<file path="config.mk">
export PLATFORM = sky130hd
export DESIGN_NAME = dsss_multicode_spreader
export DESIGN_NICKNAME = d
export VERILOG_FILES = /design/src/rtl/dsss_pkg.sv /design/src/rtl/dsss_chip_ctrl.sv /design/src/rtl/dsss_code_window.sv /design/src/rtl/dsss_chip_combiner.sv /design/src/rtl/dsss_multicode_spreader.sv
export SDC_FILE = /design/constraint.sdc
export NUM_CORES = 1
export LEC_CHECK = 0
export BUFFER_PORTS_ARGS = -buffer_cell sky130_fd_sc_hd__buf_4
export CAP_MARGIN = 10
export CORE_ASPECT_RATIO = 1.75
export CORE_MARGIN = 5
export CORE_UTILIZATION = 30
export CTS_CLUSTER_DIAMETER = 120
export CTS_CLUSTER_SIZE = 28
export DETAILED_ROUTE_END_ITERATION = 12
export PLACE_DENSITY = 0.5
export SYNTH_ARGS = -nofsm -noshare
export SYNTH_HDL_FRONTEND = slang
export SYNTH_SLANG_ARGS = --single-unit
</file>
<file path="constraint.sdc">
create_clock -name clk -period 13.02 [get_ports clk]
set_clock_uncertainty 0.2 [all_clocks]
set_input_delay 0 -clock clk [delete_from_list [all_inputs] [get_ports clk]]
set_output_delay 0 -clock clk [all_outputs]
set_load 0.01 [all_outputs]
</file>
<file path="src/rtl/dsss_pkg.sv">
package dsss_pkg;

    typedef enum logic [1:0] {
        ST_IDLE  = 2'd0,
        ST_GUARD = 2'd1,
        ST_BODY  = 2'd2
    } chip_state_e;

endpackage

</file>
<file path="src/rtl/dsss_chip_ctrl.sv">
module dsss_chip_ctrl
    import dsss_pkg::*;
#(
    parameter int SHORT_LEN   = 31,
    parameter int LONG_LEN    = 63,
    parameter int SHORT_GUARD = 5,
    parameter int LONG_GUARD  = 9,
    parameter int CNT_W       = 7
) (
    input  logic clk,
    input  logic rst_n,
    input  logic sym_valid,
    input  logic mode_long,
    output logic sym_ready,
    output logic accept,
    output logic advance,
    output logic chip_valid,
    output logic chip_first
);

    chip_state_e state_q, state_d;
    logic [CNT_W-1:0] cnt_q, cnt_d;
    logic [CNT_W-1:0] seq_last, guard_last;
    logic body_last;

    assign seq_last   = mode_long ? CNT_W'(LONG_LEN - 1)   : CNT_W'(SHORT_LEN - 1);
    assign guard_last = mode_long ? CNT_W'(LONG_GUARD - 1) : CNT_W'(SHORT_GUARD - 1);
    assign body_last  = (state_q == ST_BODY) && (cnt_q == seq_last);

    // state register
    always_ff @(posedge clk or negedge rst_n) begin
        if (!rst_n) begin
            state_q <= ST_IDLE;
            cnt_q   <= '0;
        end else begin
            state_q <= state_d;
            cnt_q   <= cnt_d;
        end
    end

    // next state
    always_comb begin
        state_d = state_q;
        cnt_d   = cnt_q;
        unique case (state_q)
            ST_IDLE: begin
                if (accept) begin
                    state_d = ST_GUARD;
                    cnt_d   = '0;
                end
            end
            ST_GUARD: begin
                if (cnt_q == guard_last) begin
                    state_d = ST_BODY;
                    cnt_d   = '0;
                end else begin
                    cnt_d = cnt_q + 1'b1;
                end
            end
            ST_BODY: begin
                if (body_last) begin
                    state_d = accept ? ST_GUARD : ST_IDLE;
                    cnt_d   = '0;
                end else begin
                    cnt_d = cnt_q + 1'b1;
                end
            end
            default: begin
                state_d = ST_IDLE;
                cnt_d   = '0;
            end
        endcase
    end

    // outputs
    always_comb begin
        sym_ready  = 1'b0;
        chip_valid = 1'b0;
        chip_first = 1'b0;
        unique case (state_q)
            ST_IDLE:  sym_ready = 1'b1;
            ST_GUARD: begin
                chip_valid = 1'b1;
                chip_first = (cnt_q == '0);
            end
            ST_BODY: begin
                chip_valid = 1'b1;
                sym_ready  = body_last;
            end
            default: ;
        endcase
        accept  = sym_valid && sym_ready;
        advance = chip_valid;
    end

    p_first_follows_accept_r8: assert property (@(posedge clk) disable iff (!rst_n)
        (sym_valid && sym_ready) |=> chip_first);

    p_no_gap_r2: assert property (@(posedge clk) disable iff (!rst_n)
        (chip_valid && !sym_ready) |=> chip_valid);

    p_ready_low_first_r8: assert property (@(posedge clk) disable iff (!rst_n)
        chip_first |-> !sym_ready);

endmodule

</file>
<file path="src/rtl/dsss_code_window.sv">
module dsss_code_window #(
    parameter int SHORT_STAGES = 5,
    parameter int SHORT_TAP    = 2,
    parameter int SHORT_GUARD  = 5,
    parameter int LONG_STAGES  = 6,
    parameter int LONG_TAP     = 1,
    parameter int LONG_GUARD   = 9,
    parameter int SHORT_LEN    = (1 << SHORT_STAGES) - 1,
    parameter int LONG_LEN     = (1 << LONG_STAGES) - 1
) (
    input  logic                clk,
    input  logic                rst_n,
    input  logic                load,
    input  logic                load_long,
    input  logic                advance,
    input  logic                mode_long,
    output logic [LONG_LEN-1:0] win
);

    // maximal-length sequence, bit n of the result is sequence chip n
    function automatic logic [LONG_LEN-1:0] gen_seq(input int stages, input int tap, input int len);
        logic [LONG_LEN-1:0] s;
        s = '0;
        for (int n = 0; n < len; n++) begin
            if (n < stages) s[n] = 1'b1;
            else            s[n] = s[n-stages] ^ s[n-stages+tap];
        end
        return s;
    endfunction

    // window bit j holds sequence chip (off + j) mod len
    function automatic logic [LONG_LEN-1:0] rot_seq(input logic [LONG_LEN-1:0] s, input int len, input int off);
        logic [LONG_LEN-1:0] r;
        r = '0;
        for (int j = 0; j < len; j++) r[j] = s[(off + j) % len];
        return r;
    endfunction

    localparam logic [LONG_LEN-1:0] SHORT_SEQ  = gen_seq(SHORT_STAGES, SHORT_TAP, SHORT_LEN);
    localparam logic [LONG_LEN-1:0] LONG_SEQ   = gen_seq(LONG_STAGES, LONG_TAP, LONG_LEN);
    localparam logic [LONG_LEN-1:0] SHORT_INIT = rot_seq(SHORT_SEQ, SHORT_LEN, SHORT_LEN - SHORT_GUARD);
    localparam logic [LONG_LEN-1:0] LONG_INIT  = rot_seq(LONG_SEQ, LONG_LEN, LONG_LEN - LONG_GUARD);
    localparam int SHORT_ONES = 1 << (SHORT_STAGES - 1);
    localparam int LONG_ONES  = 1 << (LONG_STAGES - 1);

    logic [LONG_LEN-1:0] win_rot;

    always_comb begin
        win_rot = win;
        if (mode_long) begin
            win_rot = {win[0], win[LONG_LEN-1:1]};
        end else begin
            win_rot[SHORT_LEN-1:0] = {win[0], win[SHORT_LEN-1:1]};
        end
    end

    always_ff @(posedge clk or negedge rst_n) begin
        if (!rst_n) begin
            win <= '0;
        end else if (load) begin
            win <= load_long ? LONG_INIT : SHORT_INIT;
        end else if (advance) begin
            win <= win_rot;
        end
    end

    p_load_weight_r3: assert property (@(posedge clk) disable iff (!rst_n)
        load |=> ($countones(win) == ($past(load_long) ? LONG_ONES : SHORT_ONES)));

    p_rotate_weight_r4: assert property (@(posedge clk) disable iff (!rst_n)
        (advance && !load) |=> ($countones(win) == $past($countones(win))));

endmodule

</file>
<file path="src/rtl/dsss_chip_combiner.sv">
module dsss_chip_combiner #(
    parameter int SHORT_LEN   = 31,
    parameter int LONG_LEN    = 63,
    parameter int SHORT_GUARD = 5,
    parameter int LONG_GUARD  = 9,
    parameter int SUM_W       = 8,
    parameter int DATA_W      = 2 * (LONG_LEN - 1)
) (
    input  logic [LONG_LEN-1:0]     win,
    input  logic [DATA_W-1:0]       data,
    input  logic                    mode_long,
    input  logic                    dense,
    output logic signed [SUM_W-1:0] sum_i,
    output logic signed [SUM_W-1:0] sum_q,
    output logic [7:0]              code_cnt
);

    localparam int SS_N = SHORT_LEN / SHORT_GUARD;
    localparam int LS_N = LONG_LEN / LONG_GUARD;

    logic [LONG_LEN-1:0] neg_i, neg_q;

    always_comb begin
        unique case ({mode_long, dense})
            2'b00:   code_cnt = 8'(SS_N);
            2'b10:   code_cnt = 8'(LS_N);
            2'b01:   code_cnt = 8'(SHORT_LEN);
            default: code_cnt = 8'(LONG_LEN);
        endcase
    end

    for (genvar k = 0; k < LONG_LEN; k++) begin : g_code
        localparam int IDX_SS = (k < SS_N) ? k * SHORT_GUARD : 0;
        localparam int IDX_LS = (k < LS_N) ? k * LONG_GUARD : 0;
        localparam int IDX_SD = (k < SHORT_LEN) ? k : 0;
        localparam logic ACT_SS = (k < SS_N);
        localparam logic ACT_LS = (k < LS_N);
        localparam logic ACT_SD = (k < SHORT_LEN);
        logic chip_b, act, di, dq;

        always_comb begin
            unique case ({mode_long, dense})
                2'b00: begin chip_b = win[IDX_SS]; act = ACT_SS; end
                2'b10: begin chip_b = win[IDX_LS]; act = ACT_LS; end
                2'b01: begin chip_b = win[IDX_SD]; act = ACT_SD; end
                default: begin chip_b = win[k]; act = 1'b1; end
            endcase
        end

        if (k == 0) begin : g_pilot
            assign di = 1'b0;
            assign dq = 1'b0;
        end else begin : g_data
            assign di = data[2*k-2];
            assign dq = data[2*k-1];
        end

        assign neg_i[k] = act & (di ^ chip_b);
        assign neg_q[k] = act & (dq ^ chip_b);
    end

    always_comb begin
        sum_i = SUM_W'(int'(code_cnt) - 2 * int'($countones(neg_i)));
        sum_q = SUM_W'(int'(code_cnt) - 2 * int'($countones(neg_q)));
    end

endmodule

</file>
<file path="src/rtl/dsss_multicode_spreader.sv">
module dsss_multicode_spreader #(
    parameter int SHORT_STAGES = 5,
    parameter int SHORT_TAP    = 2,
    parameter int SHORT_GUARD  = 5,
    parameter int LONG_STAGES  = 6,
    parameter int LONG_TAP     = 1,
    parameter int LONG_GUARD   = 9,
    parameter int SUM_W        = 8,
    parameter int SHORT_LEN    = (1 << SHORT_STAGES) - 1,
    parameter int LONG_LEN     = (1 << LONG_STAGES) - 1,
    parameter int DATA_W       = 2 * (LONG_LEN - 1)
) (
    input  logic                    clk,
    input  logic                    rst_n,
    input  logic                    cfg_long,
    input  logic                    cfg_dense,
    input  logic                    sym_valid,
    output logic                    sym_ready,
    input  logic [DATA_W-1:0]       sym_bits,
    output logic                    chip_valid,
    output logic                    chip_first,
    output logic signed [SUM_W-1:0] chip_i,
    output logic signed [SUM_W-1:0] chip_q
);

    localparam int CNT_W = $clog2(LONG_LEN + LONG_GUARD);

    logic                accept, advance;
    logic                long_q, dense_q;
    logic [DATA_W-1:0]   data_q;
    logic [LONG_LEN-1:0] win;
    logic [7:0]          code_cnt;

    always_ff @(posedge clk or negedge rst_n) begin
        if (!rst_n) begin
            long_q  <= 1'b0;
            dense_q <= 1'b0;
            data_q  <= '0;
        end else if (accept) begin
            long_q  <= cfg_long;
            dense_q <= cfg_dense;
            data_q  <= sym_bits;
        end
    end

    dsss_chip_ctrl #(
        .SHORT_LEN  (SHORT_LEN),
        .LONG_LEN   (LONG_LEN),
        .SHORT_GUARD(SHORT_GUARD),
        .LONG_GUARD (LONG_GUARD),
        .CNT_W      (CNT_W)
    ) u_ctrl (
        .clk       (clk),
        .rst_n     (rst_n),
        .sym_valid (sym_valid),
        .mode_long (long_q),
        .sym_ready (sym_ready),
        .accept    (accept),
        .advance   (advance),
        .chip_valid(chip_valid),
        .chip_first(chip_first)
    );

    dsss_code_window #(
        .SHORT_STAGES(SHORT_STAGES),
        .SHORT_TAP   (SHORT_TAP),
        .SHORT_GUARD (SHORT_GUARD),
        .LONG_STAGES (LONG_STAGES),
        .LONG_TAP    (LONG_TAP),
        .LONG_GUARD  (LONG_GUARD),
        .SHORT_LEN   (SHORT_LEN),
        .LONG_LEN    (LONG_LEN)
    ) u_window (
        .clk      (clk),
        .rst_n    (rst_n),
        .load     (accept),
        .load_long(cfg_long),
        .advance  (advance),
        .mode_long(long_q),
        .win      (win)
    );

    dsss_chip_combiner #(
        .SHORT_LEN  (SHORT_LEN),
        .LONG_LEN   (LONG_LEN),
        .SHORT_GUARD(SHORT_GUARD),
        .LONG_GUARD (LONG_GUARD),
        .SUM_W      (SUM_W),
        .DATA_W     (DATA_W)
    ) u_comb (
        .win      (win),
        .data     (data_q),
        .mode_long(long_q),
        .dense    (dense_q),
        .sum_i    (chip_i),
        .sum_q    (chip_q),
        .code_cnt (code_cnt)
    );

    p_no_overflow_r12: assert property (@(posedge clk) disable iff (!rst_n)
        chip_valid |-> ((int'(chip_i) <= int'(code_cnt)) && (int'(chip_i) >= -int'(code_cnt))
                     && (int'(chip_q) <= int'(code_cnt)) && (int'(chip_q) >= -int'(code_cnt))));

    p_config_held_r10: assert property (@(posedge clk) disable iff (!rst_n)
        (chip_valid && !sym_ready) |=> $stable(long_q) && $stable(dense_q));

endmodule

</file>
### After elaboration in Yosys (flattened, before gate mapping)

Index checks and enable logic that the tools add are counted.

* $add $sub $neg: 127
* equality and inequality tests: 9
* multiplexer cells: 85
* bitwise gates (word level): 238
* reductions and logical operators: 12

Operator list (number)
* 7-bit adder: 60
* 63-bit two-way mux: 3
* 1-bit by 1-bit adder with 2-bit output: 62
* 1-bit bitwise XOR: 124
* 1-bit bitwise AND: 114
* 1-bit two-way mux: 62
* 32-bit two-way mux: 1
* 31-bit two-way mux: 1
* 7-bit two-way mux: 3
* 7-bit case mux with 3 select lines: 1
* 6-bit case mux with 3 select lines: 1
* 8-bit subtractor: 2
* 7-bit by 1-bit adder with 7-bit output: 2
* 7-bit equality test: 2
* 1-bit case mux with 2 select lines: 7
* 7-bit by 1-bit adder with 7-bit output (second input constant): 1
* 7-bit logical NOT: 1
* 2-bit two-way mux: 3
* 6-bit two-way mux: 1
* 2-bit by 1-bit inequality test with 1-bit output (second input constant): 3
* 2-bit case mux with 3 select lines: 1
* 2-bit by 1-bit equality test with 1-bit output (second input constant): 2
* 2-bit equality test (second input constant): 2
* 2-bit logical NOT: 2
* 7 further kinds: 10

* register bits after elaboration: 198
* input bits: 129
* output and inout port bits: 19
* logic and storage cells: 478

### Longest topological paths before layout

Gate-level depths: netlist (run 1).

* depth after elaboration: 12
* depth in mapped cells: 29
* depth with buffers taken out: 27

### By module

Synthesis (run 1) repeated with hierarchy kept, for this count alone.

* cells, all modules: 1193
* area, all modules: 13761.9 um^2

By module, submodules not included
* dsss_chip_combiner: times used 1, cells an instance 600, area an instance 5263.8 um^2, sequential area each 0.0 um^2
* dsss_multicode_spreader: times used 1, cells an instance 266, area an instance 4829.6 um^2, sequential area each 3153.0 um^2
* dsss_code_window: times used 1, cells an instance 254, area an instance 2929.1 um^2, sequential area each 1576.5 um^2
* dsss_chip_ctrl: times used 1, cells an instance 73, area an instance 739.5 um^2, sequential area each 225.2 um^2

### Worst setup path before layout (run 1)

Ideal clock, no wire load.

* path type: register -> output
* start point: reg long_q
* end point: out chip_q[7]
* arrival: 7.098 ns
* data required time: 12.820 ns
* setup slack: 5.722 ns
* stages on the path, launching flop included: 28
* path buffers: 3
* cell sequence: dfrtp_1 > buf_6 > clkbuf_1 > nand2_1 > clkbuf_1 > nor2_1 > ha_1 > inv_1 > fa_1 > inv_1 > fa_1 > inv_1 > fa_1 > inv_1 > fa_1 > fa_1 > fa_1 > inv_1 > fa_1 > inv_1 > fa_1 > a21o_1 > a21oi_1 > xnor2_1 > ha_1 > nor2b_1 > o211ai_1 > xor2_1

* word-level cells in the longest chain between the ends: 12
* elaborated cells between the ends (all ways): 253
* classes of those cells: add/sub: 63; eq/ne: 2; mux: 66; bitwise: 119; reduce/logical: 3

Ends and longest elaborated chain
* start, declared: RTL line dsss_multicode_spreader.sv:29 `logic long_q, dense_q;`
* start signal, assigned: RTL line dsss_multicode_spreader.sv:40 `long_q <= cfg_long;`
* 2-bit equality test, or another cell as far along: RTL line dsss_chip_combiner.sv:24, dsss_chip_combiner.sv:42
* 3-bit OR reduction (no line) or 2-bit OR reduction (tied branches)
* 1-bit two-way mux: RTL line dsss_chip_combiner.sv:42 `unique case ({mode_long, dense})`
* 1-bit bitwise XOR: RTL line dsss_chip_combiner.sv:59 `assign neg_q[k] = act & (dq ^ chip_b);`
* 1-bit bitwise AND: RTL line dsss_chip_combiner.sv:59
* 1-bit by 1-bit adder with 2-bit output (not written as such): RTL line dsss_chip_combiner.sv:64 `sum_q = SUM_W'(int'(code_cnt) - 2 * int'($countones(neg_q)));`
* 7-bit adder (not written as such) or 7-bit by 1-bit adder with 7-bit output (tied branches): RTL line dsss_chip_combiner.sv:64
* 7-bit adder (not written as such) (4 in series): RTL line dsss_chip_combiner.sv:64
* 8-bit subtractor (*): RTL line dsss_chip_combiner.sv:64
* end, declared: RTL line dsss_multicode_spreader.sv:23 `output logic signed [SUM_W-1:0] chip_q`

Every way passes the cells marked *; elsewhere a longest branch is shown, timed or not.

### Worst setup path in the final report (run 1)

* start point: reg dense_q
* end point: out chip_q[7]

* word-level cells in the longest chain between the ends: 12
* elaborated cells between the ends (all ways): 253
* classes of those cells: add/sub: 63; eq/ne: 2; mux: 66; bitwise: 119; reduce/logical: 3

Ends and longest elaborated chain
* start, declared: RTL line dsss_multicode_spreader.sv:29
* start signal, assigned: RTL line dsss_multicode_spreader.sv:41 `dense_q <= cfg_dense;`
* 2-bit equality test, or another cell as far along: RTL line dsss_chip_combiner.sv:24, dsss_chip_combiner.sv:42
* 3-bit OR reduction (no line) or 2-bit OR reduction (tied branches)
* 1-bit two-way mux: RTL line dsss_chip_combiner.sv:42
* 1-bit bitwise XOR: RTL line dsss_chip_combiner.sv:59
* 1-bit bitwise AND: RTL line dsss_chip_combiner.sv:59
* 1-bit by 1-bit adder with 2-bit output (not written as such): RTL line dsss_chip_combiner.sv:64
* 7-bit adder (not written as such) or 7-bit by 1-bit adder with 7-bit output (tied branches): RTL line dsss_chip_combiner.sv:64
* 7-bit adder (not written as such) (4 in series): RTL line dsss_chip_combiner.sv:64
* 8-bit subtractor (*): RTL line dsss_chip_combiner.sv:64

Marks and branches as above.

==> results of run 1 <==
==> layer usage <==
layer,GRT usage [%],wire length [µm]
met4,5.00,904
met3,1.63,794
met2,33.2,24500
met5,0,0
met1,17.7,15700
==> kinds of logic (layout without fill, tap and decap cells) <==
kind of cell,Yosys count,after routing,synth area share (%)
buffers and inverters,277,559,7.73
other,0,1,0
DFF,198,198,34.6
and+or+nand+nor,625,625,17.2
adders and majority gates,213,213,24.7
xor gates and xnor gates,140,140,8.56
muxes,39,39,2.77
AOI/OAI and AO/OA,105,105,4.54
==> state kept, by name, indices dropped and copies added, names as in the netlist <==
register,count
dense_q,1
u_ctrl.cnt_q,7
u_ctrl.state_q,2
data_q,124
u_window.win,63
long_q,1
==> cell usage in the layout, fill, tap and decap left out, types with 2 or more instances in the layout <==
cell	n
xnor2_1	130
o21ai_0	9
a31oi_1	20
fa_1	116
clkbuf_16	17
nand2_1	457
a21oi_1	45
mux2i_1	37
a22o_1	3
dlygate4sd3_1	161
a211oi_1	3
nand3_1	4
and2_1	2
nor3b_1	3
xor2_1	10
o211ai_1	3
nor2b_1	7
and3_1	2
inv_8	3
nor2_1	131
clkinv_4	4
inv_1	208
nand2b_1	3
inv_6	3
a21o_1	9
o21ai_1	4
nor3_1	2
clkbuf_8	3
dfrtp_1	198
buf_4	156
ha_1	96
==> stage by stage <==
| stage | hold WS (ns) | setup slack, ns | util, % |
|---|---|---|---|
| 2_1_floorplan | -0.496 | 5.72 | - |
| 3_3_place_gp | -0.138 | 4.68 | 33.5 |
| 3_5_place_dp | -0.134 | 4.61 | 33.5 |
| 4_1_cts | 0.0353 | 4.08 | 38.2 |
| 5_1_grt | 0.0678 | 3.63 | 38.2 |
| 6_report | 0.0593 | 4.14 | 38.2 |
==> timing repair <==
action	in CTS	in global routing
setup endpoints to repair	0	0
hold buffers	162	0
hold endpoints to repair	210	0
==> path summary, 6_finish.rpt <==
kind                                       from                to  depth (start not counted)
worst max-delay path                    dense_q         chip_q[7]                         23
min in group asynchronous                 rst_n       data_q[113]                          4
worst min-delay path              sym_bits[100]       data_q[100]                          4
max in group asynchronous                 rst_n        data_q[68]                          4
worst max register to register  u_ctrl.cnt_q[0]  u_window.win[22]                          8
worst min register to register        data_q[2]         data_q[2]                          2
==> worst register-to-register path, cell delays in order (launching register included) <==
cell	delay [ns]
dfrtp_1	0.37
inv_1	0.09
ha_1	0.20
and4b_1	0.21
and4_1	0.24
o21ai_4	0.68
buf_4	0.69
buf_4	0.72
a21oi_1	0.25
==> cell type report <==
cell class / instances / area (µm²)
Fill cell: 4822 / 29400
Multi-Input combinational cell: 1122 / 8290
Sequential cell: 198 / 4950
Timing Repair Buffer: 319 / 2820
Inverter: 209 / 785
Tap cell: 594 / 743
Clock buffer: 20 / 457
Clock inverter: 11 / 111
Antenna cell: 1 / 2.50
==> out/metrics.yaml, run 1 <==
outcome: "completed"
cts_buffer_depth: 2
rows: 106
maxSlewViolCount: 0
startpoint_type: "register"
rsz0062_at_grt: "false"
cp_data_required_time_ns: 12.82
worstSkewPairLatency_ns: 0.46
avgSynthCellArea_um2: 8.97
post_cts_buffers: 0
synth_ff_type: "dfrtp_1"
ys.warnings.count: 0
vias_per_cell: 4.42
setup_violations: 0
antenna_found_initial: 0
yosysMostFrequentCell: "nand2_1"
fin_crit_sh_pct: 68.2
grt_max_degree: 82
synth_edf_count: 0
dp.cells: 2280
final_hold_viol_count: 0
grt_pass1_vias: 12200
nets: 2209
die_h_um: 299
hp-class: "in -> reg"
core_mm2: 0.0476
wl_per_cell_um: 16.9
yosysSeqAreaShare_pct: 34.6
dieArea_mm2: 0.0524
synth_top_area_share_pct: 34.6
placed_area_mm2: 0.0160
synth_top_cell_by_area: "dfrtp_1"
crit_chain: "nand2_2 -> nor2_1 -> ha_1 -> inv_1 -> fa_1 -> inv_1 -> fa_1 -> fa_1 -> fa_1 -> fa_1 -> fa_1 -> inv_1 -> fa_1 -> inv_1 -> fa_1 -> a21o_1 -> a21oi_1 -> xnor2_1 -> ha_1 -> nor2b_1 -> o211ai_1 -> xor2_1 -> buf_4"
ctsResizeCount: 0
relSlewSlack_pct: 21.6
end_kind: "output port"
hpwl_mm: 32.6
syn-num-nets: 1939
drv_cap: 0
path_clk_slew_ns: 0.09
area_growth_pct: 26.8
cpMaxStageDelayCell: "dfrtp_1"
gp_congestion: 0.820
grt_pass1_wl_mm: 66.6
cts.sinks: 198
drive_above_1_share_pct: 10.6
yosys-top-cells-count: "nand2_1, inv_1, dfrtp_1, nor2_1, xnor2_1"
drt-initial-drc-count: 528
vias: 10900
cp_num_buf_inv: 5
ff2ff_setup_slack_ns: 9.21
max_stage_delay_ns: 0.86
start_util_pct: 30.1
grt_overflow_total: 0
ant_nets: 0
fmax_mhz: 113
finish.instance_area_mm2: 0.0182
h-tree-depth: 4
track_usage_pct: 16.5
cts_tree: "built"
yosysUniqueCellTypes: 52
synthArstFlopShare_pct: 100
drc: 0
synth_cells: 1597
critPathMaxFanout: 63
final.setup.tns_ns: 0
crit_path_frequent_cell: "fa_1"
fp.dieW_um: 175
fin_crit_ns: 8.88
cts-root-buf: "clkbuf_16"
io_buffer_count: 147
first_pass_iters: 4
path_class: "reg -> out"
drt-total-wl_mm: 41.9
final_cells: 2474
tightest_slew_ns: 1.17
cts_buffers: 17
io_pins: 148
synth.area.top_cells: "dfrtp_1, fa_1, nand2_1, ha_1, xnor2_1"
syn-cell-area_mm2: 0.0143
ys_ff_latch: 198
crit_family: "adder cells"
worst_ep_arrival_time_ns: 8.68
Power of run 1 is left out: the tool's default activity adds up to more than one toggle a clock period on the data nets, which glitch-free logic cannot reach.
==> inputs of run 2 (changes only) <==
- PLACE_DENSITY: 0.5 -> 0.52
- clock period: 13.02 -> 7.2 ns (I/O delays scaled with it)
==> run 2 against run 1 <==
The flow now finishes with violations (setup timing). Clock-buffer cell count grew 2. Final area grew 5.3%. Core utilization grew 2.0 points. Worst hold slack gained 0.011 ns. Largest cell class unchanged. Highest routed layer unchanged.
==> out/metrics.yaml, run 2 (same netlist as run 1, synthesis figures left out) <==
outcome: "finished, violations left"
violations: "setup timing"
path_clk_slew_ns: 0.08
drt-total-wl_mm: 43.3
cts_buffer_depth: 2
rows: 106
crit_path_frequent_cell: "fa_1"
cp-endpoint: "chip_q[7]"
drive_above_1_share_pct: 18.2
worst_ep_arrival_time_ns: 7.40
cp_data_required_time_ns: 7.00
critPathMaxFanout: 5
max_stage_delay_ns: 0.59
post-route-worst-setup-slack_ns: -0.399
start_util_pct: 30.1
hpwl_mm: 32.9
final_util_pct: 40.2
io_buffer_count: 147
reg.largest.list: "data_q x124, u_window.win x63, u_ctrl.cnt_q x7"
dieArea_mm2: 0.0524
fp.dieW_um: 175
ant_nets: 0
wl_per_cell_um: 17.1
worstReg2RegEnd: "data_q[85]"
regMostFlops: "data_q"
grt_overflow_total: 0
num_antenna_cells: 0
fin_crit_ns: 7.60
grt_max_degree: 92
vias: 11200
drv_cap: 0
first_pass_iters: 5
critPathLaunch: "dense_q"
ff2ff_setup_slack_ns: 3.77
tightest_slew_ns: 0.995
final_common_cell: "nand2_1"
fillers: 4767
nets: 2263
end_kind: "output port"
cts_buffers: 17
post-place-ws_ns: -0.338
io_pins: 148
antenna_found_initial: 0
area_growth_pct: 33.5
vias_per_cell: 4.45
cts.sinks: 198
startpoint_type: "register"
gp_congestion: 0.868
largest_reg_flops: 124
grt_pass1_vias: 12400
relSlewSlack_pct: 33.7
drc: 0
cpMaxStageDelayCell: "fa_2"
cts_tree: "built"
fin_crit_sh_pct: 106
maxSlewViolCount: 0
track_usage_pct: 16.7
h-tree-depth: 4
grt_pass1_wl_mm: 67.6
drt-initial-drc-count: 383
final_cell_mix: "nand2_1, buf_4, inv_1, dfrtp_1, dlygate4sd3_1"
setup_violations: 8
cp.depth: 27
fmax_mhz: 132
cp_num_buf_inv: 9
final_hold_viol_count: 0
path_class: "reg -> out"
crit_family: "adder cells"
die_h_um: 299
hp-class: "in -> reg"
cts-root-buf: "clkbuf_16"
r2r_start: "long_q"
rsz0062_at_grt: "true"
core_mm2: 0.0476
ff2ff_path_depth: 8
worstSkewPairLatency_ns: 0.46
==> run 2: cell type report <==
cell class                      instances  area [µm²]  area share [%]
Sequential cell                       198        4960            25.9
Clock inverter                          9         141           0.739
Multi-Input combinational cell       1122        8690            45.4
Tap cell                              594         743            3.88
Inverter                              209         792            4.14
Clock buffer                           22         464            2.43
Timing Repair Buffer                  373        3350            17.5
==> run 2: worst reg2reg max path: cells and delay by family, from the launching register on <==
kind	cells	cell delay (ns)
AOI/OAI and AO/OA	1	0.63
xor gates and xnor gates	1	0.24
buffers and inverters	3	1.18
DFF	1	0.43
and+or+nand+nor	3	0.69
==> run 2: metal layers <==
layer,share of wire (%),track usage [%],vias to the layer above
met1,38,18.4,5522
met2,57,32.9,178
met4,2.6,5.07,0
met5,0,0,-
li1,-,-,5494
met3,2.4,1.93,46
==> run 2: metrics by stage <==
step                instances  setup TNS [ns]  hold WS [ns]  instance area, µm²
floorplan                1597               0        -0.496               14300
global placement         2340           -1.29       -0.0759               16400
detailed placement       2340           -1.41       -0.0777               16400
CTS                      2519           -2.38        0.0473               18800
global route             2527           -3.98        0.0788               19100
finish                   2527           -2.05        0.0698               19100
==> run 2: worst min-delay path by stage <==
| stage | end | start | slack, ns | cells past startpoint |
|---|---|---|---|---|
| after floorplan | data_q[0] | rst_n | -0.50 | 0 |
| final | data_q[0] | sym_bits[0] | 0.07 | 4 |
| after global placement | data_q[24] | rst_n | -0.08 | 1 |
| after global routing | data_q[19] | sym_bits[19] | 0.08 | 4 |
| after CTS | data_q[94] | sym_bits[94] | 0.05 | 4 |
| after detailed placement | data_q[24] | rst_n | -0.08 | 1 |
==> run 2: what timing repair did <==
item	4_1_cts	5_1_grt
setup endpoints to repair	10	8
hold endpoints to repair	241	0
hold buffers	130	0
gates resized for setup	80	36
pin swaps	57	48
setup buffers	16	5
cloned	2	4
Power of run 2 is left out for the same reason.
